`src/rtl/lpa_pkg.sv`:
```
package lpa_pkg;

  // Strobes sent from the control FSM to the readout datapath.
  // load has priority over clear, and clear has priority over advance.
  typedef struct packed {
    logic load;     // put the token on pixel 1
    logic advance;  // move the token to the next pixel
    logic clear;    // drop the token out of the chain
  } seqStrobe_t;

endpackage

```
`src/rtl/lpa_datapath.sv`:
```
module lpa_datapath
  import lpa_pkg::*;
#(
  parameter int PIXELS = 128,
  parameter int IDXW   = $clog2(PIXELS + 1)
) (
  input  logic              clk,
  input  logic              rstN,
  input  seqStrobe_t        stb,
  output logic [PIXELS-1:0] pixSel,
  output logic [IDXW-1:0]   pixIdx,
  output logic              lastPix
);

  localparam logic [IDXW-1:0] LAST_IDX = IDXW'(PIXELS);

  // Pixel index counter: 0 means that no pixel is selected.
  always_ff @(posedge clk or negedge rstN) begin
    if (!rstN) begin
      pixIdx <= '0;
    end else if (stb.load) begin
      pixIdx <= IDXW'(1);
    end else if (stb.clear) begin
      pixIdx <= '0;
    end else if (stb.advance) begin
      pixIdx <= pixIdx + IDXW'(1);
    end
  end

  // One-hot token chain that drives the analog multiplexer.
  genvar g;
  generate
    for (g = 0; g < PIXELS; g++) begin : gChain
      logic nextBit;
      if (g == 0) begin : gHead
        always_comb begin
          if (stb.load)                      nextBit = 1'b1;
          else if (stb.clear || stb.advance) nextBit = 1'b0;
          else                               nextBit = pixSel[0];
        end
      end else begin : gBody
        always_comb begin
          if (stb.load || stb.clear) nextBit = 1'b0;
          else if (stb.advance)      nextBit = pixSel[g-1];
          else                       nextBit = pixSel[g];
        end
      end
      always_ff @(posedge clk or negedge rstN) begin
        if (!rstN) pixSel[g] <= 1'b0;
        else       pixSel[g] <= nextBit;
      end
    end
  endgenerate

  assign lastPix = (pixIdx == LAST_IDX);


  sel_matches_idx_chk: assert property (@(posedge clk) disable iff (!rstN)
    (pixIdx != '0) |-> pixSel[pixIdx - IDXW'(1)]);


  idx_in_range_chk: assert property (@(posedge clk) disable iff (!rstN)
    pixIdx <= LAST_IDX);

endmodule

```
`src/rtl/lpa_ctrl.sv`:
```
module lpa_ctrl
  import lpa_pkg::*;
#(
  parameter int RESET_CLKS = 18,
  parameter int CNTW       = $clog2(RESET_CLKS + 1)
) (
  input  logic       clk,
  input  logic       rstN,
  input  logic       si,
  input  logic       lastPix,
  output seqStrobe_t stb,
  output logic       scanning,
  output logic       holdPulse,
  output logic       intReset,
  output logic       protoErr
);

  localparam logic [CNTW-1:0] WIN_END = CNTW'(RESET_CLKS);

  // Counts the clock edges of the reset window; 0 means not counting.
  logic [CNTW-1:0] winCnt;

  always_comb begin
    stb.load    = si;
    stb.clear   = !si && scanning && lastPix;
    stb.advance = !si && scanning && !lastPix;
  end

  always_ff @(posedge clk or negedge rstN) begin
    if (!rstN) begin
      scanning <= 1'b0;
    end else if (stb.load) begin
      scanning <= 1'b1;
    end else if (stb.clear) begin
      scanning <= 1'b0;
    end
  end

  always_ff @(posedge clk or negedge rstN) begin
    if (!rstN) holdPulse <= 1'b0;
    else       holdPulse <= si;
  end

  // The reset level starts high after power-up and stays high until a
  // start token opens a counted window.
  always_ff @(posedge clk or negedge rstN) begin
    if (!rstN) begin
      intReset <= 1'b1;
      winCnt   <= '0;
    end else if (si) begin
      intReset <= 1'b1;
      winCnt   <= CNTW'(1);
    end else if (winCnt == WIN_END) begin
      intReset <= 1'b0;
      winCnt   <= '0;
    end else if (winCnt != '0) begin
      winCnt   <= winCnt + CNTW'(1);
    end
  end

  always_ff @(posedge clk or negedge rstN) begin
    if (!rstN)               protoErr <= 1'b0;
    else if (si && scanning) protoErr <= 1'b1;
  end


  err_sticky_chk: assert property (@(posedge clk) disable iff (!rstN)
    protoErr |=> protoErr);


  reset_rise_with_hold_chk: assert property (@(posedge clk) disable iff (!rstN)
    $rose(intReset) |-> holdPulse);


  hold_single_chk: assert property (@(posedge clk) disable iff (!rstN)
    (holdPulse && !si) |=> !holdPulse);

endmodule

```
`src/rtl/lpa_seq.sv`:
```
module lpa_seq
  import lpa_pkg::*;
#(
  parameter int PIXELS     = 128,
  parameter int RESET_CLKS = 18,
  parameter int IDXW       = $clog2(PIXELS + 1)
) (
  input  logic              clk,
  input  logic              rstN,
  input  logic              si,
  output logic              holdPulse,
  output logic              intReset,
  output logic              integrating,
  output logic [PIXELS-1:0] pixSel,
  output logic [IDXW-1:0]   pixIdx,
  output logic              outEn,
  output logic              idle,
  output logic              protoErr
);

  seqStrobe_t stb;
  logic       lastPix;
  logic       scanning;

  lpa_ctrl #(.RESET_CLKS(RESET_CLKS)) i_ctrl (
    .clk      (clk),
    .rstN     (rstN),
    .si       (si),
    .lastPix  (lastPix),
    .stb      (stb),
    .scanning (scanning),
    .holdPulse(holdPulse),
    .intReset (intReset),
    .protoErr (protoErr)
  );

  lpa_datapath #(.PIXELS(PIXELS), .IDXW(IDXW)) i_dp (
    .clk    (clk),
    .rstN   (rstN),
    .stb    (stb),
    .pixSel (pixSel),
    .pixIdx (pixIdx),
    .lastPix(lastPix)
  );

  assign outEn       = scanning;
  assign idle        = !scanning;
  assign integrating = !intReset;


  sel_onehot_chk: assert property (@(posedge clk) disable iff (!rstN)
    $onehot0(pixSel));


  oe_matches_sel_chk: assert property (@(posedge clk) disable iff (!rstN)
    outEn == (pixSel != '0));


  hold_on_first_chk: assert property (@(posedge clk) disable iff (!rstN)
    holdPulse |-> (outEn && pixIdx == IDXW'(1)));


  advance_chk: assert property (@(posedge clk) disable iff (!rstN)
    (outEn && !si && pixIdx != IDXW'(PIXELS)) |=>
      (pixIdx == $past(pixIdx) + IDXW'(1)));


  release_at_window_chk: assert property (@(posedge clk) disable iff (!rstN)
    $fell(intReset) |-> (pixIdx == IDXW'(RESET_CLKS + 1)));


  end_of_scan_chk: assert property (@(posedge clk) disable iff (!rstN)
    (outEn && pixIdx == IDXW'(PIXELS) && !si) |=> (!outEn && idle));

endmodule

```
`config.mk`:
```
export PLATFORM = sky130hd
export DESIGN_NAME = lpa_seq
export DESIGN_NICKNAME = d
export VERILOG_FILES = /design/src/rtl/lpa_pkg.sv /design/src/rtl/lpa_datapath.sv /design/src/rtl/lpa_ctrl.sv /design/src/rtl/lpa_seq.sv
export SDC_FILE = /design/constraint.sdc
export NUM_CORES = 1
export LEC_CHECK = 0
export ABC_AREA = 1
export BUFFER_PORTS_ARGS = -buffer_cell sky130_fd_sc_hd__buf_4
export CAP_MARGIN = 40
export CORE_ASPECT_RATIO = 0.5
export CORE_MARGIN = 2
export CORE_UTILIZATION = 50
export CTS_BUF_LIST = sky130_fd_sc_hd__clkbuf_8
export CTS_CLUSTER_SIZE = 20
export DETAILED_ROUTE_END_ITERATION = 12
export PLACE_DENSITY_LB_ADDON = 0.12
export SETUP_SLACK_MARGIN = 0.1
export SLEW_MARGIN = 0
export SYNTH_ARGS = -nofsm -noshare
export SYNTH_HDL_FRONTEND = slang
export SYNTH_HIERARCHICAL = 1
export SYNTH_SLANG_ARGS = --single-unit
export TNS_END_PERCENT = 5
```
`constraint.sdc`:
```
create_clock -name clk -period 2.31 [get_ports clk]
set_clock_uncertainty 0.15 [all_clocks]
set_input_delay 0.1155 -clock clk [delete_from_list [all_inputs] [get_ports clk]]
set_output_delay 0.1155 -clock clk [all_outputs]
set_load 0.01 [all_outputs]
```
==> impl_metrics.py, run 1 <==
metrics = {
    "floorplanning": {
        "core_um2": 11700,
        "ios": 145,
        "die_x_um": 158,
        "dieArea_um2": 12800,
        "rows": 28,
        "floorplan.initialDensity_pct": 50.9,
        "die-height_um": 81.1,
    },
    "global_route": {
        "grt_use_total_pct": 24.6,
        "grt_pass1_vias": 4538,
        "grt_first_pass_wirelength_um": 24200,
        "antenna_found_initial": 0,
        "grt_start_max_net_pins": 84,
        "grt_overflow_total": 0,
    },
    "finish": {
        "mostFrequentLayoutCells": "nand2_1 (152), buf_4 (149), dfrtp_1 (144)",
        "register_area_um2": 3630,
        "fin_util_pct": 67.3,
        "fill_cells": 975,
        "drive_gt1_share_pct": 28.7,
        "layout_commonest_cell": "nand2_1",
        "multi_input_area_um2": 1920,
        "layout.nets": 786,
        "stdcell_count": 953,
        "stdcell_area_um2": 7880,
        "diodes": 0,
        "area_growth_pct": 32.3,
    },
    "clock_tree": {
        "clock-root-buffer": "clkbuf_8",
        "cts_sinks": 145,
        "clkTransAtPathRegs_ns": 0.08,
        "cts_buffers": 17,
        "tritoncts": "done",
        "clock_latency_ns": 0.43,
        "htree_num_levels": 4,
        "clockBufferDepth": 2,
    },
    "yosys": {
        "synth_top_family_by_area": "simple AND/OR/NAND/NOR gates",
        "synth_seq_cells": 145,
        "ys_types": 30,
        "synth_top_area_cell": "dfrtp_1",
        "muxShareOfSynthArea_pct": 0,
        "synthSimpleGateAreaFrac_pct": 15.2,
        "synth-xor-area-share_pct": 0.147,
        "synth-adder-area-share_pct": 1.05,
        "ys_warn_count": 6,
        "synth_edf_count": 0,
        "synthTopCellsByArea": "dfrtp_1 (61%), nand2_1 (9.6%), a21oi_1 (7.8%)",
        "yosys_most_used_dff": "dfrtp_1",
        "synth_nets": 640,
        "synth_area_um2": 5950,
        "synth_top_area_share_pct": 60.6,
        "synth_compound_area_share_pct": 15.2,
        "avgSynthCellArea_um2": 9.42,
        "async_flop_share_pct": 100,
        "synth-seq-area-share_pct": 61.0,
        "syn_inst": 632,
    },
    "sta": {
        "layout_setup_ws_ns": 0.148,
        "setup_violations": 0,
        "post-route-period-util_pct": 93.6,
        "clock.fmax_ghz": 0.463,
        "rsz0062_at_grt": "true",
        "fin_setup_tns_ns": 0,
        "hold_viol_final": 0,
        "whs_ns": 0.0985,
        "worst_slew_pin_slew_ns": 0.631,
        "period_needed_ns": 2.16,
        "slew_violations": 0,
        "relSlewSlack_pct": 57.9,
    },
    "worst_setup_path": {
        "worstPathMaxFanout": 7,
        "critPathLaunchType": "flop",
        "crit_slowest_cell": "dfrtp_1",
        "cpPeakStageDelay_ns": 0.42,
        "endpoint_kind": "flop",
        "worstSetupPathType": "flop to flop",
        "crit_chain": "inv_2 -> ha_1 -> nand3b_1 -> nor4_4 -> and3_4 -> nor2_4 -> buf_6 -> a21oi_2 -> nand3_1 -> nand2_1 -> nor2_1",
        "cp.required_ns": 2.48,
        "worst_ep_arrival_time_ns": 2.33,
    },
    "placement": {
        "gp_congestion": 0.818,
        "dpl_cell_area_um2": 7210,
        "io_buffers": 144,
        "dpl.hpwl_um": 9710,
        "placed_cells": 913,
        "place_ws_ns": 0.0350,
    },
    "detailed_routing": {
        "drc_errors": 0,
        "viasPerCell": 5.26,
        "vias": 5015,
        "totalWireLength_um": 16600,
        "drt_iter0_markers": 341,
        "final_antenna_net_count": 0,
        "dr.pass1.iters": 5,
        "routedWlPerCell_um": 17.4,
    },
    "power_and_ir_drop": {
        "p_total_mw": 5.38,
        "p_per_area_nw_per_um2": 683,
        "p_leak_nw": 3.72,
        "ir_drop_mv": 0.359,
    },
    "worst_hold_path": {
        "min_path_type": "primary input to async pin",
    },
    "outcome": {
        "status": "completed",
    },
    "run": {
        "maxCapViolCount": 0,
    },
}
## routing by layer
metal	up-vias	wire length (um)	track usage (%)	part of all wire, %
met4	0	92	6.13	0.55
met2	151	7660	36.8	46
met1	2509	7860	36.2	47
li1	2346	-	-	-
met3	9	981	6.08	5.9
met5	-	0	0	0
## Yosys cell counts, types with 2 or more instances
master      n
a21oi_1    93
a21oi_2    10
buf_2      21
buf_4      13
buf_6       2
clkbuf_1    7
clkinv_1    2
dfrtp_1   144
ha_1        5
inv_1      44
inv_2       3
nand2_1   152
nand2_2     3
nand3_1    40
nor2_1     10
nor2_2      2
nor3_1      3
o21ai_0    52
o21ai_1    15
## worst paths after layout
check                      depth (start not counted)  slack, ns             from          endpoint
hold reg to reg                                    1       0.33  i_ctrl/protoErr   i_ctrl/protoErr
max in group asynchronous                          3       1.19             rstN  i_dp/pixSel[112]
setup / recovery                                  11       0.15   i_dp/pixIdx[1]    i_dp/pixIdx[7]
hold / removal                                     2        0.1             rstN    i_dp/pixIdx[6]
setup reg to reg                                  11       0.15   i_dp/pixIdx[1]    i_dp/pixIdx[7]
min in group clk                                   2       0.28               si  i_ctrl/holdPulse
## sequential cells by signal (all words and copies together), names as in the netlist
register          count
i_ctrl/holdPulse      1
i_ctrl/intReset       1
i_ctrl/protoErr       1
i_ctrl/scanning       1
i_ctrl/winCnt         5
i_dp/pixIdx           8
i_dp/pixSel         128
## what timing repair did
| item | 4_1_cts | 5_1_grt |
|---|---|---|
| hold endpoints to repair | 113 | 0 |
| resized for setup | 1 | 29 |
| cloned | 0 | 5 |
| pin swaps | 0 | 5 |
| hold buffers | 2 | 0 |
| endpoints found under the setup margin | 95 | 123 |
| buffers inserted | 0 | 4 |
## where the power goes
group / internal [mW] / switching [mW] / total [mW]
Clock: 1.14 / 0.953 / 2.09
Combinational: 0.234 / 0.362 / 0.596
Sequential: 2.62 / 0.0785 / 2.69
## layout make-up
type / instances / share of cell area [%]
Clock inverter: 9 / 1.70
Inverter: 50 / 2.57
Sequential cell: 145 / 46.1
Multi-Input combinational cell: 394 / 24.3
Timing Repair Buffer: 170 / 19.2
Tap cell: 165 / 2.62
Clock buffer: 20 / 3.50
## cell families (layout without fill, tap and decap cells)
logic type | after synthesis | in the layout
compound gates | 172 | 172
xor+xnor | 1 | 1
fa+ha+maj | 5 | 5
buf+inv | 93 | 249
flops | 145 | 145
simple gates | 216 | 216
## worst max-delay path: cells and delay by family (launching register included)
family | cells | cell delay [ns]
buffers and inverters | 2 | 0.20
adders and majority gates | 1 | 0.13
AOI/OAI and AO/OA | 1 | 0.15
and+or+nand+nor | 7 | 0.99
DFF | 1 | 0.42
(Power assumes the default switching activity.)
==> run 2, diff against run 1 <==
--- a/config.mk
+++ b/config.mk
@@ -11,7 +11,6 @@
 export CORE_ASPECT_RATIO = 0.5
 export CORE_MARGIN = 2
 export CORE_UTILIZATION = 50
-export CTS_BUF_LIST = sky130_fd_sc_hd__clkbuf_8
 export CTS_CLUSTER_SIZE = 20
 export DETAILED_ROUTE_END_ITERATION = 12
 export PLACE_DENSITY_LB_ADDON = 0.12
==> run 2 against run 1 <==
Compared with the run above: final area increased by 2.4%; largest cell class unchanged; die area unchanged; critical path depth decreased by 1; critical path type unchanged; sequential share of layout area decreased by 1.1 points; clock-buffer cell count unchanged; clock power increased by 35%.
==> impl_metrics.py, run 2 (synthesis gave the netlist of run 1 again) <==
metrics = {
    "outcome": {
        "status": "completed",
    },
    "sta": {
        "slew_violations": 0,
        "setup_violations": 0,
        "worst_slew_pin_slew_ns": 0.617,
        "rsz0062_at_grt": "true",
        "fin_setup_tns_ns": 0,
        "post-route-period-util_pct": 95.0,
        "relSlewSlack_pct": 58.8,
        "clock.fmax_ghz": 0.456,
        "period_needed_ns": 2.19,
        "hold_viol_final": 0,
    },
    "clock_tree": {
        "cts_buffers": 17,
        "htree_num_levels": 4,
        "clockBufferDepth": 2,
        "clock_latency_ns": 0.41,
        "tritoncts": "done",
        "cts_sinks": 145,
        "clock-root-buffer": "clkbuf_16",
        "clkTransAtPathRegs_ns": 0.06,
    },
    "power_and_ir_drop": {
        "p_per_area_nw_per_um2": 759,
        "p_leak_nw": 3.80,
        "ir_drop_mv": 0.473,
        "p_total_mw": 6.12,
    },
    "detailed_routing": {
        "totalWireLength_um": 16600,
        "routedWlPerCell_um": 17.4,
        "final_antenna_net_count": 0,
        "drt_iter0_markers": 339,
        "vias": 4992,
        "viasPerCell": 5.23,
        "dr.pass1.iters": 5,
        "drc_errors": 0,
    },
    "floorplanning": {
        "die_x_um": 158,
        "rows": 28,
        "core_um2": 11700,
        "dieArea_um2": 12800,
        "floorplan.initialDensity_pct": 50.9,
        "ios": 145,
        "die-height_um": 81.1,
    },
    "run": {
        "maxCapViolCount": 0,
    },
    "placement": {
        "io_buffers": 144,
        "gp_congestion": 0.818,
        "dpl.hpwl_um": 9710,
    },
    "worst_setup_path": {
        "critPathLaunchType": "flop",
        "reg2reg_depth": 10,
        "worst_ep_arrival_time_ns": 2.37,
        "crit_chain": "inv_2 -> ha_4 -> nand3b_1 -> nor4_4 -> nor3_2 -> buf_6 -> clkinv_8 -> clkbuf_16 -> nand2_1 -> a21oi_1",
        "worstSetupPathType": "flop to flop",
        "crit_slowest_cell": "dfrtp_1",
        "crit_buf_inv": 4,
        "cp.required_ns": 2.49,
        "cpPeakStageDelay_ns": 0.42,
        "cp.depth": 10,
        "critPathTopFamily": "simple AND/OR/NAND/NOR gates",
        "worstPathMaxFanout": 32,
        "endpoint_kind": "flop",
    },
    "finish": {
        "layout.nets": 787,
        "mostFrequentLayoutCells": "nand2_1 (152), buf_4 (152), dfrtp_1 (144)",
        "top_register": "i_dp/pixSel",
        "drive_gt1_share_pct": 28.8,
        "area_growth_pct": 35.5,
        "largest_reg_flops": 128,
        "top_regs": "i_dp/pixSel (128), i_dp/pixIdx (8), i_ctrl/winCnt (5)",
        "diodes": 0,
    },
    "global_route": {
        "grt_use_total_pct": 25.0,
        "grt_overflow_total": 0,
        "grt_pass1_vias": 4532,
        "grt_start_max_net_pins": 84,
        "grt_first_pass_wirelength_um": 24500,
        "antenna_found_initial": 0,
    },
    "worst_hold_path": {
        "min_path_type": "primary input to async pin",
    },
}
[run 2: cell types whose count changed in the layout (fill, tap and decap cells not counted)]
cell / previous run / this run
clkbuf_8: 20 / 3
clkbuf_16: 5 / 21
buf_4: 149 / 152
buf_6: 5 / 4
ha_1: 5 / 4
ha_4: 0 / 1
o21ai_1: 24 / 25
o21ai_2: 1 / 0
[run 2: repair_timing]
action,CTS,global route
cloned,0,4
hold endpoints to repair,77,0
buffers inserted,0,6
hold buffers,2,0
pin swaps,0,5
resized for setup,1,29
endpoints found under the setup margin,105,121
[run 2: layout make-up]
class / instances / area [um^2]
Fill cell: 948 / 3640
Sequential cell: 145 / 3630
Multi-Input combinational cell: 394 / 1930
Timing Repair Buffer: 171 / 1500
Clock buffer: 20 / 467
Tap cell: 165 / 206
Inverter: 50 / 203
Clock inverter: 9 / 134
[run 2: per-stage QoR]
stage | worst slack (ns) | instance area [um^2] | hold WS, ns | util (%) | instances
2_1_floorplan | 0.325 | 5950 | -0.330 | - | 632
3_3_place_gp | 0.163 | 7210 | 0.00367 | 61.6 | 913
3_5_place_dp | 0.0350 | 7210 | 0.00472 | 61.6 | 913
4_1_cts | 0.110 | 7840 | 0.134 | 67.0 | 944
5_1_grt | 0.0294 | 8060 | 0.171 | 68.9 | 954
6_report | 0.116 | 8060 | 0.141 | 68.9 | 954
[run 2: worst reg2reg max path: stages, from the launching register on]
cell       delay, ns
dfrtp_1         0.42
inv_2           0.10
ha_4            0.13
nand3b_1        0.12
nor4_4          0.33
nor3_2          0.11
buf_6           0.18
clkinv_8        0.11
clkbuf_16       0.24
nand2_1         0.08
a21oi_1         0.15
[run 2: final timing paths]
| kind | from | end | slack (ns) |
|---|---|---|---|
| worst max-delay path | i_dp/pixIdx[1] | i_dp/pixSel[30] | 0.12 |
| worst min-delay path | rstN | i_dp/pixIdx[6] | 0.14 |
| worst max register to register | i_dp/pixIdx[1] | i_dp/pixSel[30] | 0.12 |
| worst min register to register | i_ctrl/protoErr | i_ctrl/protoErr | 0.32 |
| max in group asynchronous | rstN | i_dp/pixSel[114] | 1.17 |
| min in group clk | si | i_ctrl/holdPulse | 0.30 |
[run 2: per-layer routing]
metal  track usage [%]  wire length (um)
met1              36.2              7820
met2              37.3              7700
met3              7.68               976
met4              5.68                65
met5                 0                 0
[run 2: where the power goes]
group	internal (mW)	switching (mW)	total, mW
sequential	2.62	0.0786	2.70
clock	1.77	1.06	2.82
combinational	0.234	0.360	0.595
==> run 3, diff against run 2 <==
--- a/config.mk
+++ b/config.mk
@@ -5,7 +5,6 @@
 export SDC_FILE = /design/constraint.sdc
 export NUM_CORES = 1
 export LEC_CHECK = 0
-export ABC_AREA = 1
 export BUFFER_PORTS_ARGS = -buffer_cell sky130_fd_sc_hd__buf_4
 export CAP_MARGIN = 40
 export CORE_ASPECT_RATIO = 0.5
@@ -13,6 +12,7 @@
 export CORE_UTILIZATION = 50
 export CTS_CLUSTER_SIZE = 20
 export DETAILED_ROUTE_END_ITERATION = 12
+export HOLD_SLACK_MARGIN = 0.15
 export PLACE_DENSITY_LB_ADDON = 0.12
 export SETUP_SLACK_MARGIN = 0.1
 export SLEW_MARGIN = 0
==> constraint.sdc (replaced) <==
create_clock -name clk -period 2.08 [get_ports clk]
set_clock_uncertainty 0.15 [all_clocks]
set_input_delay 0.104 -clock clk [delete_from_list [all_inputs] [get_ports clk]]
set_output_delay 0.104 -clock clk [all_outputs]
set_load 0.01 [all_outputs]
==> run 3 against run 2 <==
Compared with the run above: hold slack improved by 0.15 ns; die area increased by 2.1%; final cell count decreased by 11%; critical endpoint is now i_dp/pixSel[48]; highest routed layer unchanged.
==> impl_metrics.py, run 3 <==
metrics = {
    "global_route": {
        "antenna_found_initial": 0,
        "grt_pass1_vias": 4149,
        "grt_overflow_total": 0,
        "grt_use_total_pct": 20.8,
        "grt_start_max_net_pins": 55,
        "grt_first_pass_wirelength_um": 21600,
    },
    "clock_tree": {
        "cts_sinks": 145,
        "htree_num_levels": 4,
        "clock-root-buffer": "clkbuf_16",
        "clockBufferDepth": 2,
        "clock_latency_ns": 0.40,
        "clkTransAtPathRegs_ns": 0.06,
        "tritoncts": "done",
        "cts_buffers": 17,
    },
    "floorplanning": {
        "dieArea_um2": 13100,
        "die_x_um": 160,
        "die-height_um": 82.0,
        "core_um2": 11800,
        "ios": 145,
        "floorplan.initialDensity_pct": 51.3,
        "rows": 28,
    },
    "worst_setup_path": {
        "crit_slowest_cell": "dfrtp_2",
        "worst_ep_arrival_time_ns": 2.15,
        "worstSetupPathType": "flop to flop",
        "crit_chain": "inv_2 -> ha_4 -> nand3_2 -> nor4_4 -> nor3b_2 -> clkbuf_16 -> buf_12 -> buf_4 -> buf_4 -> mux2i_1 -> nor2_1",
        "reg2reg_depth": 11,
        "endpoint_kind": "flop",
        "rr_endpoint": "i_dp/pixSel[48]",
        "cp.required_ns": 2.21,
        "cpPeakStageDelay_ns": 0.37,
        "critPathTopFamily": "buffers and inverters",
        "worst-r2r-setup-slack_ns": 0.06,
        "cp-startpoint": "i_dp/pixIdx[1]",
        "crit_buf_inv": 5,
        "reg2reg_from": "i_dp/pixIdx[1]",
        "critPathLaunchType": "flop",
        "cp_common_cell": "buf_4",
        "worstPathMaxFanout": 7,
    },
    "sta": {
        "clock.fmax_ghz": 0.495,
        "hold_viol_final": 0,
        "relSlewSlack_pct": 70.3,
        "fin_setup_tns_ns": 0,
        "slew_violations": 0,
        "period_needed_ns": 2.02,
        "setup_violations": 0,
        "layout_setup_ws_ns": 0.0598,
        "post-route-period-util_pct": 97.1,
        "rsz0062_at_grt": "true",
        "whs_ns": 0.296,
        "worst_slew_pin_slew_ns": 0.446,
    },
    "yosys": {
        "avgSynthCellArea_um2": 12.1,
        "synth_top_area_cell": "dfrtp_1",
        "synth_edf_count": 0,
        "synth.most_common_cell": "dfrtp_1",
        "synth_area_um2": 6080,
        "synth_seq_cells": 145,
        "synthTopCellsByArea": "dfrtp_1 (59%), mux2i_1 (21%), nor2_1 (8.5%)",
        "yosys_most_used_dff": "dfrtp_1",
        "syn_inst": 501,
        "synth_top_area_share_pct": 59.3,
        "synth_commonest_cells": "dfrtp_1 (144), nor2_1 (138), mux2i_1 (129)",
        "synth_nets": 509,
        "synth-seq-area-share_pct": 59.7,
        "ys_types": 33,
        "async_flop_share_pct": 100,
        "ys_warn_count": 6,
    },
    "detailed_routing": {
        "vias": 4231,
        "drt_iter0_markers": 229,
        "viasPerCell": 4.97,
        "routedWlPerCell_um": 16.1,
        "drc_errors": 0,
        "final_antenna_net_count": 0,
        "dr.pass1.iters": 4,
        "totalWireLength_um": 13700,
    },
    "finish": {
        "top_register": "i_dp/pixSel",
        "fill_cells": 911,
        "area_growth_pct": 37.4,
        "layout_commonest_cell": "buf_4",
        "diodes": 0,
        "layout.nets": 681,
        "largest_reg_flops": 128,
        "register_area_um2": 3630,
        "top_regs": "i_dp/pixSel (128), i_dp/pixIdx (8), i_ctrl/winCnt (5)",
        "mostFrequentLayoutCells": "buf_4 (164), dfrtp_1 (142), nor2_1 (137)",
        "drive_gt1_share_pct": 34.7,
        "multi_input_area_um2": 2270,
    },
    "power_and_ir_drop": {
        "p_leak_nw": 4.26,
        "ir_drop_mv": 0.546,
        "p_per_area_nw_per_um2": 806,
    },
    "worst_hold_path": {
        "worstHoldEndpoint": "i_ctrl/holdPulse",
        "min_path_type": "primary input to flop",
        "hold_depth": 2,
        "hp-start": "si",
    },
    "outcome": {
        "status": "completed",
    },
    "placement": {
        "place_ws_ns": 0.101,
        "io_buffers": 144,
        "gp_congestion": 0.774,
        "dpl.hpwl_um": 8790,
    },
    "run": {
        "maxCapViolCount": 0,
    },
}
-- run 3: timing repair --
action                                  in CTS  in global routing
hold buffers                                 3                  0
pin swaps                                    1                  9
resized for setup                            2                 28
endpoints found under the hold margin      156                  0
setup buffers                                0                 15
cloned                                       0                  0
endpoints found under the setup margin      82                135
-- run 3: routing by layer --
| layer | track usage [%] | share of wire, % |
|---|---|---|
| met1 | 29.3 | 49 |
| met2 | 33.2 | 47 |
| met3 | 4.39 | 3.4 |
| met4 | 6.49 | 0.29 |
| met5 | 0 | 0 |
-- run 3: area by class of cell --
type / instances / area share [%]
clock buffers: 19 / 5.18
clock inverters: 13 / 2.22
inverters: 8 / 0.359
multi-input cells: 316 / 27.2
flip-flops and latches: 145 / 43.5
well taps: 165 / 2.47
repair buffers: 185 / 19.1
-- run 3: how the worst max path moves through the flow --
stage          slack [ns]  cells past startpoint               end
6_report             0.06                     11   i_dp/pixSel[48]
3_3_place_gp         0.14                      9  i_dp/pixSel[126]
4_1_cts              0.07                      7  i_dp/pixSel[104]
5_1_grt             -0.04                     10    i_dp/pixIdx[7]
2_1_floorplan        0.07                     10  i_dp/pixSel[107]
3_5_place_dp         0.10                      9  i_dp/pixSel[126]
-- run 3: stage by stage --
| stage | cell area [um^2] | power (mW) | std cells | utilization (%) |
|---|---|---|---|---|
| 6_report | 8350 | 6.73 | 851 | 70.5 |
| 5_1_grt | 8350 | 6.97 | 851 | 70.5 |
| 4_1_cts | 8100 | 6.75 | 836 | 68.4 |
| 3_5_place_dp | 7450 | 3.51 | 801 | 62.9 |
| 3_3_place_gp | 7450 | 3.51 | 801 | 62.9 |
| 2_1_floorplan | 6200 | 3.36 | 501 | - |
-- run 3: power breakdown --
group / total [mW] / switching [mW] / internal (mW)
clock network: 3.21 / 1.20 / 2.01
registers: 2.91 / 0.0532 / 2.86
logic: 0.609 / 0.317 / 0.292
-- run 3: cells by family (layout without fill, tap and decap cells) --
group	count (synthesis)	after routing	share of synthesized area [%]
and+or+nand+nor	160	160	10.9
adders and majority gates	5	5	1.03
muxes	130	130	21.4
AOI/OAI and AO/OA	14	14	1.46
xor gates and xnor gates	7	7	1.01
buffers and inverters	40	225	4.49
DFF	145	145	59.7
